<file path="config.mk">
export PLATFORM = sky130hd
export DESIGN_NAME = seg_desc_unit
export DESIGN_NICKNAME = d
export VERILOG_FILES = /design/src/rtl/seg_pkg.sv /design/src/rtl/seg_desc_table.sv /design/src/rtl/seg_load_check.sv /design/src/rtl/seg_access_check.sv /design/src/rtl/seg_desc_unit.sv
export SDC_FILE = /design/constraint.sdc
export NUM_CORES = 2
export LEC_CHECK = 0
export ABC_AREA = 1
export CORE_UTILIZATION = 60
export CTS_BUF_LIST = sky130_fd_sc_hd__clkbuf_8
export DETAILED_ROUTE_END_ITERATION = 10
export DONT_BUFFER_PORTS = 1
export PLACE_DENSITY = 0.79
export SLEW_MARGIN = 10
export SYNTH_ARGS = -nofsm -noshare
export SYNTH_HDL_FRONTEND = slang
export SYNTH_SLANG_ARGS = --single-unit
</file>
<file path="constraint.sdc">
create_clock -name clk -period 4.2 [get_ports clk]
set_input_delay 0.84 -clock clk [delete_from_list [all_inputs] [get_ports clk]]
set_output_delay 0.84 -clock clk [all_outputs]
set_load 0.03 [all_outputs]
</file>
<file path="src/rtl/seg_pkg.sv">
package seg_pkg;

    // Fault codes returned by both ports
    localparam logic [1:0] FLT_NONE = 2'b00;
    localparam logic [1:0] FLT_GP   = 2'b01;
    localparam logic [1:0] FLT_NP   = 2'b10;

    // Access kinds
    localparam logic [1:0] ACC_READ  = 2'b00;
    localparam logic [1:0] ACC_WRITE = 2'b01;
    localparam logic [1:0] ACC_FETCH = 2'b10;

    // In-memory descriptor layout (LSB first: base, limit, type, normal, dpl, present, gran)
    typedef struct packed {
        logic [2:0]  rsvd;
        logic        gran;
        logic        present;
        logic [1:0]  dpl;
        logic        normal;
        logic [3:0]  typ;
        logic [19:0] limit;
        logic [31:0] base;
    } desc_t;

    // Hidden per-register state
    typedef struct packed {
        logic        valid;
        logic [15:0] sel;
        logic [31:0] base;
        logic [19:0] limit;
        logic [3:0]  typ;
        logic [1:0]  dpl;
        logic        gran;
    } seg_cache_t;

    localparam seg_cache_t FLAT_CODE = '{valid: 1'b1, sel: 16'h0000, base: 32'h0,
                                         limit: 20'hFFFFF, typ: 4'b1010, dpl: 2'd0,
                                         gran: 1'b1};

    function automatic logic [1:0] pmax(input logic [1:0] a, input logic [1:0] b);
        return (a > b) ? a : b;
    endfunction

endpackage

</file>
<file path="src/rtl/seg_desc_table.sv">
module seg_desc_table #(
    parameter int ENTRIES = 8,
    parameter int IDX_W   = 13
) (
    input  logic             clk,
    input  logic             rst_n,
    input  logic             wr_en,
    input  logic [IDX_W-1:0] wr_idx,
    input  logic [63:0]      wr_data,
    input  logic [IDX_W-1:0] rd_idx,
    output logic [63:0]      rd_data,
    output logic             rd_hit
);
    localparam int AW = (ENTRIES > 1) ? $clog2(ENTRIES) : 1;
    localparam logic [IDX_W-1:0] LAST = IDX_W'(ENTRIES - 1);

    logic [63:0] mem_q [ENTRIES];
    logic [63:0] mem_d [ENTRIES];

    always_comb begin
        for (int i = 0; i < ENTRIES; i++) begin
            mem_d[i] = mem_q[i];
        end
        if (wr_en && (wr_idx <= LAST)) begin
            mem_d[wr_idx[AW-1:0]] = wr_data;
        end
        rd_hit  = (rd_idx <= LAST);
        rd_data = rd_hit ? mem_q[rd_idx[AW-1:0]] : 64'h0;
    end

    always_ff @(posedge clk) begin
        for (int i = 0; i < ENTRIES; i++) begin
            mem_q[i] <= rst_n ? mem_d[i] : 64'h0;
        end
    end

endmodule

</file>
<file path="src/rtl/seg_load_check.sv">
module seg_load_check
    import seg_pkg::*;
(
    input  logic [15:0] selector,
    input  logic        to_code_reg,
    input  logic        seg_ok,
    input  logic [1:0]  cur_pl,
    input  desc_t       desc,
    input  logic        in_range,
    output logic [1:0]  fault,
    output seg_cache_t  entry
);
    logic       is_null;
    logic [1:0] rpl;

    always_comb begin
        rpl     = selector[1:0];
        is_null = (selector[15:3] == 13'd0) && !selector[2];
        fault   = FLT_NONE;

        entry.valid = !is_null;
        entry.sel   = selector;
        entry.base  = desc.base;
        entry.limit = desc.limit;
        entry.typ   = desc.typ;
        entry.dpl   = desc.dpl;
        entry.gran  = desc.gran;

        if (!seg_ok) begin
            fault = FLT_GP;
        end else if (is_null) begin
            fault = to_code_reg ? FLT_GP : FLT_NONE;
        end else if (!in_range || !desc.normal || (desc.rsvd != 3'd0)) begin
            fault = FLT_GP;
        end else if (to_code_reg) begin
            if (!desc.typ[3] || (desc.dpl != rpl)) fault = FLT_GP;
        end else begin
            if (desc.typ[3] && !desc.typ[1]) fault = FLT_GP;
            else if (pmax(cur_pl, rpl) > desc.dpl) fault = FLT_GP;
        end

        if (fault == FLT_NONE && !is_null && !desc.present) begin
            fault = FLT_NP;
        end
    end

endmodule

</file>
<file path="src/rtl/seg_access_check.sv">
module seg_access_check
    import seg_pkg::*;
(
    input  seg_cache_t  entry,
    input  logic        via_code_reg,
    input  logic [1:0]  cur_pl,
    input  logic [31:0] offset,
    input  logic [1:0]  kind,
    output logic [1:0]  fault,
    output logic [31:0] linear,
    output logic [31:0] byte_limit
);
    logic is_code;
    logic rw_bit;

    always_comb begin
        is_code    = entry.typ[3];
        rw_bit     = entry.typ[1];
        byte_limit = entry.gran ? {entry.limit, 12'hFFF} : {12'h000, entry.limit};
        linear     = entry.base + offset;
        fault      = FLT_NONE;

        if (!entry.valid) begin
            fault = FLT_GP;
        end else if (offset > byte_limit) begin
            fault = FLT_GP;
        end else begin
            unique case (kind)
                ACC_READ:  if (is_code && !rw_bit) fault = FLT_GP;
                ACC_WRITE: if (is_code || !rw_bit) fault = FLT_GP;
                ACC_FETCH: if (!is_code) fault = FLT_GP;
                default:   fault = FLT_GP;
            endcase
            if (!via_code_reg && (pmax(cur_pl, entry.sel[1:0]) > entry.dpl)) fault = FLT_GP;
        end
    end

endmodule

</file>
<file path="src/rtl/seg_desc_unit.sv">
module seg_desc_unit
    import seg_pkg::*;
#(
    parameter int NSEG        = 4,
    parameter int GDT_ENTRIES = 8,
    parameter int LDT_ENTRIES = 8,
    localparam int SEG_W      = (NSEG > 1) ? $clog2(NSEG) : 1,
    localparam int IDX_W      = 13
) (
    input  logic             clk,
    input  logic             rst_n,
    input  logic             tbl_wr_en,
    input  logic             tbl_wr_local,
    input  logic [IDX_W-1:0] tbl_wr_index,
    input  logic [63:0]      tbl_wr_data,
    input  logic             ld_valid,
    input  logic [SEG_W-1:0] ld_seg,
    input  logic [15:0]      ld_selector,
    output logic             ld_done,
    output logic [1:0]       ld_fault,
    input  logic             xl_valid,
    input  logic [SEG_W-1:0] xl_seg,
    input  logic [31:0]      xl_offset,
    input  logic [1:0]       xl_kind,
    output logic             xl_done,
    output logic [1:0]       xl_fault,
    output logic [31:0]      xl_linear,
    output logic [1:0]       cpl
);
    localparam logic [SEG_W-1:0] SEG_LAST = SEG_W'(NSEG - 1);

    typedef struct packed {
        seg_cache_t [NSEG-1:0] cache;
        logic                  ld_done;
        logic [1:0]            ld_fault;
        logic                  xl_done;
        logic [1:0]            xl_fault;
        logic [31:0]           xl_linear;
    } state_t;

    state_t state_d, state_q;

    // Two descriptor tables: index 0 global, index 1 local
    logic [63:0] tbl_rd   [2];
    logic        tbl_hit  [2];

    for (genvar t = 0; t < 2; t++) begin : g_tbl
        seg_desc_table #(
            .ENTRIES (t == 0 ? GDT_ENTRIES : LDT_ENTRIES),
            .IDX_W   (IDX_W)
        ) u_tbl (
            .clk     (clk),
            .rst_n   (rst_n),
            .wr_en   (tbl_wr_en && (tbl_wr_local == 1'(t))),
            .wr_idx  (tbl_wr_index),
            .wr_data (tbl_wr_data),
            .rd_idx  (ld_selector[15:3]),
            .rd_data (tbl_rd[t]),
            .rd_hit  (tbl_hit[t])
        );
    end

    desc_t      ld_desc;
    logic       ld_hit;
    logic       ld_seg_ok;
    logic [1:0] ld_fault_now;
    seg_cache_t ld_entry;
    logic [1:0] cur_pl;

    assign cur_pl    = state_q.cache[0].sel[1:0];
    assign ld_desc   = desc_t'(tbl_rd[ld_selector[2]]);
    assign ld_hit    = tbl_hit[ld_selector[2]];
    assign ld_seg_ok = (ld_seg <= SEG_LAST);

    seg_load_check u_ld (
        .selector    (ld_selector),
        .to_code_reg (ld_seg == '0),
        .seg_ok      (ld_seg_ok),
        .cur_pl      (cur_pl),
        .desc        (ld_desc),
        .in_range    (ld_hit),
        .fault       (ld_fault_now),
        .entry       (ld_entry)
    );

    seg_cache_t  xl_entry;
    logic [1:0]  xl_fault_now;
    logic [31:0] xl_lin_now;
    logic [31:0] xl_lim_now;

    assign xl_entry = (xl_seg <= SEG_LAST) ? state_q.cache[xl_seg] : '0;

    seg_access_check u_xl (
        .entry        (xl_entry),
        .via_code_reg (xl_seg == '0),
        .cur_pl       (cur_pl),
        .offset       (xl_offset),
        .kind         (xl_kind),
        .fault        (xl_fault_now),
        .linear       (xl_lin_now),
        .byte_limit   (xl_lim_now)
    );

    always_comb begin
        state_d          = state_q;
        state_d.ld_done  = ld_valid;
        state_d.ld_fault = ld_valid ? ld_fault_now : FLT_NONE;
        if (ld_valid && (ld_fault_now == FLT_NONE)) begin
            state_d.cache[ld_seg] = ld_entry;
        end
        state_d.xl_done   = xl_valid;
        state_d.xl_fault  = xl_valid ? xl_fault_now : FLT_NONE;
        state_d.xl_linear = (xl_valid && xl_fault_now == FLT_NONE) ? xl_lin_now : 32'h0;
    end

    always_ff @(posedge clk) begin
        if (!rst_n) begin
            state_q          <= '0;
            state_q.cache[0] <= FLAT_CODE;
        end else begin
            state_q <= state_d;
        end
    end

    assign ld_done   = state_q.ld_done;
    assign ld_fault  = state_q.ld_fault;
    assign xl_done   = state_q.xl_done;
    assign xl_fault  = state_q.xl_fault;
    assign xl_linear = state_q.xl_linear;
    assign cpl       = cur_pl;


    ld_resp_timing_chk: assert property (@(posedge clk) disable iff (!rst_n)
        ld_valid |=> ld_done);


    xl_resp_timing_chk: assert property (@(posedge clk) disable iff (!rst_n)
        xl_valid |=> xl_done);


    fault_keeps_cache_chk: assert property (@(posedge clk) disable iff (!rst_n)
        (ld_valid && ld_fault_now != FLT_NONE) |=> $stable(state_q.cache));


    grant_within_limit_chk: assert property (@(posedge clk) disable iff (!rst_n)
        (xl_valid && xl_fault_now == FLT_NONE) |->
            (xl_offset <= (xl_entry.gran ? {xl_entry.limit, 12'hFFF} : {12'h0, xl_entry.limit})));


    data_load_priv_chk: assert property (@(posedge clk) disable iff (!rst_n)
        (ld_valid && ld_seg != '0 && ld_fault_now == FLT_NONE && ld_entry.valid) |->
            (pmax(cur_pl, ld_selector[1:0]) <= ld_desc.dpl));


    np_only_when_absent_chk: assert property (@(posedge clk) disable iff (!rst_n)
        (ld_valid && ld_fault_now == FLT_NP) |-> !ld_desc.present);

endmodule

</file>
Word level (Yosys, flattened, before mapping)
Memories as Yosys holds them, arrays and structs flattened.
Index checks and enable logic that the tools add are counted.
{ "totals": {"mem_bits_rw": 1024, "inputBits": 137, "latch_bits": 0, "wordCells": 149, "ff_bits": 342, "romBits": 0, "n_memories": 2, "out_inout_bits": 40} }
{ "mem_list": {"columns": ["memory", "depth", "width", "rd", "rd_ports_with_merged_regs", "wr", "line", "text"], "rows": [
  ["g_tbl[0].u_tbl.mem_q", 8, 64, 9, 0, 8, "seg_desc_table.sv:17", "logic [63:0] mem_q [ENTRIES];"],
  ["g_tbl[1].u_tbl.mem_q", 8, 64, 9, 0, 8, "seg_desc_table.sv:17", null]
]} }
{ "op_classes": {"n_reduce_logical": 38, "shifts": 0, "div": 0, "mux": 54, "n_lt_le_gt_ge": 15, "n_eq_ne": 3, "n_bitwise": 3, "add_sub_neg": 1, "n_mul": 0} }
{ "ops": {"columns": ["op", "n"], "rows": [
  ["$mux W64", 22],
  ["$bwmux W512", 2],
  ["$mux W512", 2],
  ["$bwmux W304", 1],
  ["$mux W76", 3],
  ["$demux W64 S3", 1],
  ["$bmux W76 S2", 1],
  ["$demux W76 S2", 1],
  ["$add A32 B32 Y32", 1],
  ["$gt A32 B32 Y1", 1],
  ["$mux W32", 1],
  ["$le A13 B3 Y1 const B", 2],
  ["$mux W2", 11],
  ["$logic_and A1 B1 Y1", 14],
  ["$logic_not A13 Y1", 1],
  ["$logic_not A2 Y1", 6],
  ["$logic_not A1 Y1", 9],
  ["$gt A2 B2 Y1", 4],
  ["$mux W1", 8],
  ["$lt A2 B3 Y1 const B", 2],
  ["$pmux W2 S3", 1],
  ["$reduce_and A2 Y1", 3],
  ["$ge A4 B4 Y1 const B", 1],
  ["$le A2 B2 Y1 const B", 2],
  ["11 further kinds", 14]
]} }

Longest topological paths before layout
{ "logic_depth": {"word_depth": 18, "depth_mapped": 27} }

Modules after synthesis
A second synthesis with hierarchy kept.
{ "hier_totals": {"hier_cells": 13396, "area_unflattened_um2": 80420.9} }
{ "by_module_without_submodules": {"columns": ["module", "seq_area_each_um2", "n_inst", "cells_each", "area_each_um2"], "rows": [
  ["seg_desc_table (g_tbl[0].u_tbl)", 10249.8, 1, 4970, 29281.8],
  ["seg_desc_table (g_tbl[1].u_tbl)", 10249.8, 1, 4970, 29258.1],
  ["seg_desc_unit", 6846.6, 1, 2673, 17539.3],
  ["seg_access_check", 0.0, 1, 651, 3473.3],
  ["seg_load_check", 0.0, 1, 132, 868.3]
]} }

Worst setup path before layout
OpenSTA, ideal clock, no wires.
{ "synth_path": {"path_kind": "input to register", "from": "in xl_seg[0]", "to": "reg state_q (netlist bit xl_linear[20])", "setup_slack_ps": -164, "t_required_ps": 4130, "t_arrival_ps": 4294, "stages": 19, "cell_sequence": "clkinv_1 clkbuf_1 clkbuf_1 buf_1 a21oi_1 a21oi_1 ha_1 inv_1 fa_1 inv_1 nand2_1 o21ai_0 a21oi_1 o21ai_0 a21boi_0 o21ai_0 a21oi_1 or2_2 a21oi_1"} }
{ "synth_between": {"elab_chain_cells": 13, "elab_cells_between_ends": 26, "cone_classes": "add/sub (1); order compare (4); mux (12); reduce/logical (9)"} }
{ "synth_lines": {"columns": ["element", "line", "text"], "rows": [
  ["from (decl)", "seg_desc_unit.sv:22", "input logic [SEG_W-1:0] xl_seg,"],
  ["branches (longest 13 deep; another with $gt A32 B32 Y1)", null, null],
  ["to (signal assigned)", "seg_desc_unit.sv:121", "state_q <= state_d;"],
  ["to (decl)", "seg_desc_unit.sv:41", "state_t state_d, state_q;"]
]} }
Several ways; the timed one is not identified. The select of a mux whose other input is x is not followed.
A chain may end at the register's enable or synchronous reset.

Final worst setup path
{ "layout_path": {"from": "reg state_q (netlist bit cpl[1])", "to": "reg state_q[156] (netlist name)"} }
{ "layout_between": {"elab_chain_cells": 15} }
{ "layout_lines": {"columns": ["element", "line", "text"], "rows": [
  ["$gt A2 B2 Y1", "seg_pkg.sv:41", "return (a > b) ? a : b;"],
  ["$mux W2 (*)", "seg_pkg.sv:41", null],
  ["$gt A2 B2 Y1 (*)", "seg_load_check.sv:39", "else if (pmax(cur_pl, rpl) > desc.dpl) fault = FLT_GP;"],
  ["$mux W1 (*)", "seg_load_check.sv:39", null],
  ["$mux W2 (*)", "seg_load_check.sv:38", "if (desc.typ[3] && !desc.typ[1]) fault = FLT_GP;"],
  ["$mux W2 (*)", "seg_load_check.sv:35", "end else if (to_code_reg) begin"],
  ["$mux W2 (*)", "seg_load_check.sv:33", "end else if (!in_range || !desc.normal || (desc.rsvd != 3'd0)) begin"],
  ["$mux W2 (*)", "seg_load_check.sv:31", "end else if (is_null) begin"],
  ["$mux W2 (*)", "seg_load_check.sv:29", "if (!seg_ok) begin"],
  ["$logic_not A2 Y1", "seg_load_check.sv:42", "if (fault == FLT_NONE && !is_null && !desc.present) begin"],
  ["$logic_and A1 B1 Y1 (2 in series)", "seg_load_check.sv:42", null],
  ["$mux W2 (*)", "seg_load_check.sv:42", null],
  ["$logic_not A2 Y1 (*)", "seg_desc_unit.sv:108", "if (ld_valid && (ld_fault_now == FLT_NONE)) begin"],
  ["$logic_and A1 B1 Y1 (*)", "seg_desc_unit.sv:108", null]
]} }
Every way passes the cells marked *; elsewhere a longest branch is shown, timed or not.

==> key figures <==
Placed design
  • GP Congestion: 0.9015
  • Port bufs: 0
  • Hpwl dp: 96300 um
  • Placement Setup Slack: 0.2121 ns

Route
  • Post-DRT Antenna Nets: 0
  • Initial DRC Count: 6391
  • Drt total wl: 169600 um
  • DRC: 0
  • TritonRoute pass-1 iters: 8
  • Via-to-Cell Ratio: 5.948
  • Detailed-route via count: 52980
  • Wirelength per Cell: 19.04 um

Yosys
  • Post-synthesis sequential area ratio: 44.79%
  • Top_reg_cell synth: dfxtp_1
  • Count of warnings emitted by yosys: 0
  • Post-synth EDFFs: 0
  • Fraction of registers with async set or reset after synthesis: 0%
  • Count leader, synth: o21ai_0
  • Synthesized Nets: 8049
  • Avg Inst Size Synth: 7.237 um^2
  • Synth top area share: 44.79%
  • Synth Register Bits: 1269
  • Post-synth cell types: 57
  • Post-Synthesis Cells: 7838
  • Synth cell count leaders: o21ai_0 (1529), a21oi_1 (1458), dfxtp_1 (1269)
  • Largest area contributor in the netlist: dfxtp_1
  • Synth area leaders: dfxtp_1 (45%), o21ai_0 (13%), a21oi_1 (13%)
  • Synth Cell Area: 56720 um^2

Final layout
  • NumNets Final: 7695
  • Fin util: 65.33%
  • Fillcell total: 8122
  • Layout area overhead: 7.647%
  • Share of layout cells above drive strength 1: 6.962%

Timing
  • Setup TNS: 0 ns
  • Fmax: 0.2854 GHz
  • Fin worst setup slack: 0.6964 ns
  • Final setup viols: 0
  • Actual transition at the worst max-transition pin: 3.555 ns
  • Final-report hold violation count: 0
  • Final period util: 83.42%
  • Slew Limit Fails: 978
  • RSZ-0062 raised after global routing: false
  • Fin crit period: 3.504 ns
  • Slew HR: -137.0%
  • Clock Skew: 0.03021 ns

Global route
  • Global-route wire length before repair: 265300 um
  • Met3 global-route usage: 6.763%
  • GRT Residual Overflow: 0
  • Number of global-route vias before repair: 48310
  • Initial antenna violation count: 15
  • Largest net degree at the start of global routing: 1202
  • Met2 Usage GRT: 54.16%
  • Most Used Layer, Global Route: met2
  • Met1 GRT Util: 45.82%
  • GRT Util Overall: 34.66%

Power
  • Maximum vdd drop: 0.3027 mV
  • PnR Total Power: 23.76 mW
  • Power Density: 389.2 nW/um^2
  • Leakage power total: 24.46 nW

Outcome
  • Status: finished with violations
  • Failing checks: max-slew violations

Flow run
  • Maxcap violations: 0

Floorplanning
  • Num ports: 177
  • Die width: 309.5 um
  • Die footprint: 95770 um^2
  • Rows: 112
  • Initial cell density of the core: 60.69%
  • Core Box Area: 93470 um^2
  • DIE HEIGHT: 309.5 um

Worst setup path
  • CP arrival: 4.30 ns
  • CP max FO: 49
  • Setup crit start kind: register
  • CP Class: reg -> reg
  • Crit. End Element: register
  • Worst EP required: 5.00 ns

Clocking
  • Clock Sinks: 1269
  • CTS tree: built
  • Longest Clk Path Bufs: 3
  • Num CTS Buffers: 201
  • Post-CTS setup buffers: 0
  • CTS hold repair buffers: 0
  • Reg clk slew, reported paths: 0.06 ns
  • # resized after CTS: 0
  • H-Tree Depth: 4
  • Clock Latency Late Sink: 0.89 ns
  • Root Driver: clkbuf_8

Min path
  • Hold Crit Class: in -> reg
-- sequential cells by signal, summed over array words and instances, names as in the netlist --
name	flops
g_tbl.u_tbl.mem_q	992
state_q	238
xl_linear	32
cpl	2
ld_fault	2
ld_done	1
xl_done	1
xl_fault	1
-- cell families after synthesis --
| group | count (synthesis) | share of synthesized area [%] |
|---|---|---|
| buf+inv | 1495 | 10.65 |
| xor+xnor | 13 | 0.2007 |
| compound gates | 3263 | 30.09 |
| other cells | 1 | 0.006611 |
| flops | 1269 | 44.79 |
| fa+ha+maj | 74 | 1.645 |
| simple gates | 1723 | 12.62 |
-- metrics by stage --
step	instances	hold WS [ns]	cell area [um^2]
finish	8907	0.1194	61060
global route	8906	0.1003	61060
CTS	8895	0.05954	61030
detailed placement	8535	0.4346	57070
global placement	8535	0.4243	57070
floorplan	7838	0.4116	56730
-- cells in the final DEF, fill, tap and decap left out, types with 19 or more instances in the layout --
cell type,n
a211oi_1,32
a21oi_1,1458
a31oi_1,27
buf_12,34
buf_4,152
clkbuf_8,246
dfxtp_1,1269
ha_1,73
inv_1,830
nand2_1,614
nand3_1,257
nand4_1,62
nor2_1,710
nor2_4,20
nor3_1,19
o211ai_1,112
o21ai_0,1528
o22ai_1,28
-- metal layers --
metal | share of wire, % | up-vias
met5 | 0 | -
met4 | 4.2 | 0
met3 | 10 | 403
met2 | 45 | 2494
met1 | 41 | 24410
li1 | - | 25680
-- critical path: stages (launching register included) --
cell	delay [ns]
dfxtp_1	0.59
inv_1	0.18
ha_1	0.32
nor2_1	0.10
o22ai_1	0.08
nand2_1	0.06
o21ai_0	0.07
ha_1	0.28
nand2_1	0.06
o21ai_0	0.10
nand2_1	0.08
nand2_1	0.05
nand3_1	0.08
nand2_2	0.10
nand2_2	0.14
nor2_8	0.06
nand2_4	0.15
buf_4	0.51
o21ai_0	0.18
nor2_1	0.21
-- final timing paths --
path | to | startpoint | slack (ns) | cells past startpoint
max reg2reg | state_q[156]$_SDFFE_PN0P_ | cpl[1]$_SDFFE_PN0P_ | 0.70 | 19
max | state_q[156]$_SDFFE_PN0P_ | cpl[1]$_SDFFE_PN0P_ | 0.70 | 19
min reg2reg | state_q[44]$_SDFFE_PN1P_ | state_q[44]$_SDFFE_PN1P_ | 0.45 | 2
min | state_q[174]$_SDFFE_PN0P_ | ld_selector[1] | 0.12 | 2
-- layout make-up --
| type | count | area, um^2 | area share (%) |
|---|---|---|---|
| diodes | 12 | 30.03 | 0.04918 |
| clock inverters | 114 | 579.3 | 0.9487 |
| repair buffers | 186 | 1822 | 2.983 |
| flip-flops and latches | 1269 | 25400 | 41.60 |
| well taps | 1254 | 1569 | 2.570 |
| inverters | 752 | 2844 | 4.658 |
| clock buffers | 246 | 3386 | 5.545 |
| multi-input cells | 5074 | 25430 | 41.64 |
-- where the power goes --
| part | internal, mW | switching, mW |
|---|---|---|
| Clock | 5.36 | 4.96 |
| Combinational | 0.489 | 0.898 |
| Sequential | 12.0 | 0.0120 |
Power figures use the tool's default switching activity.
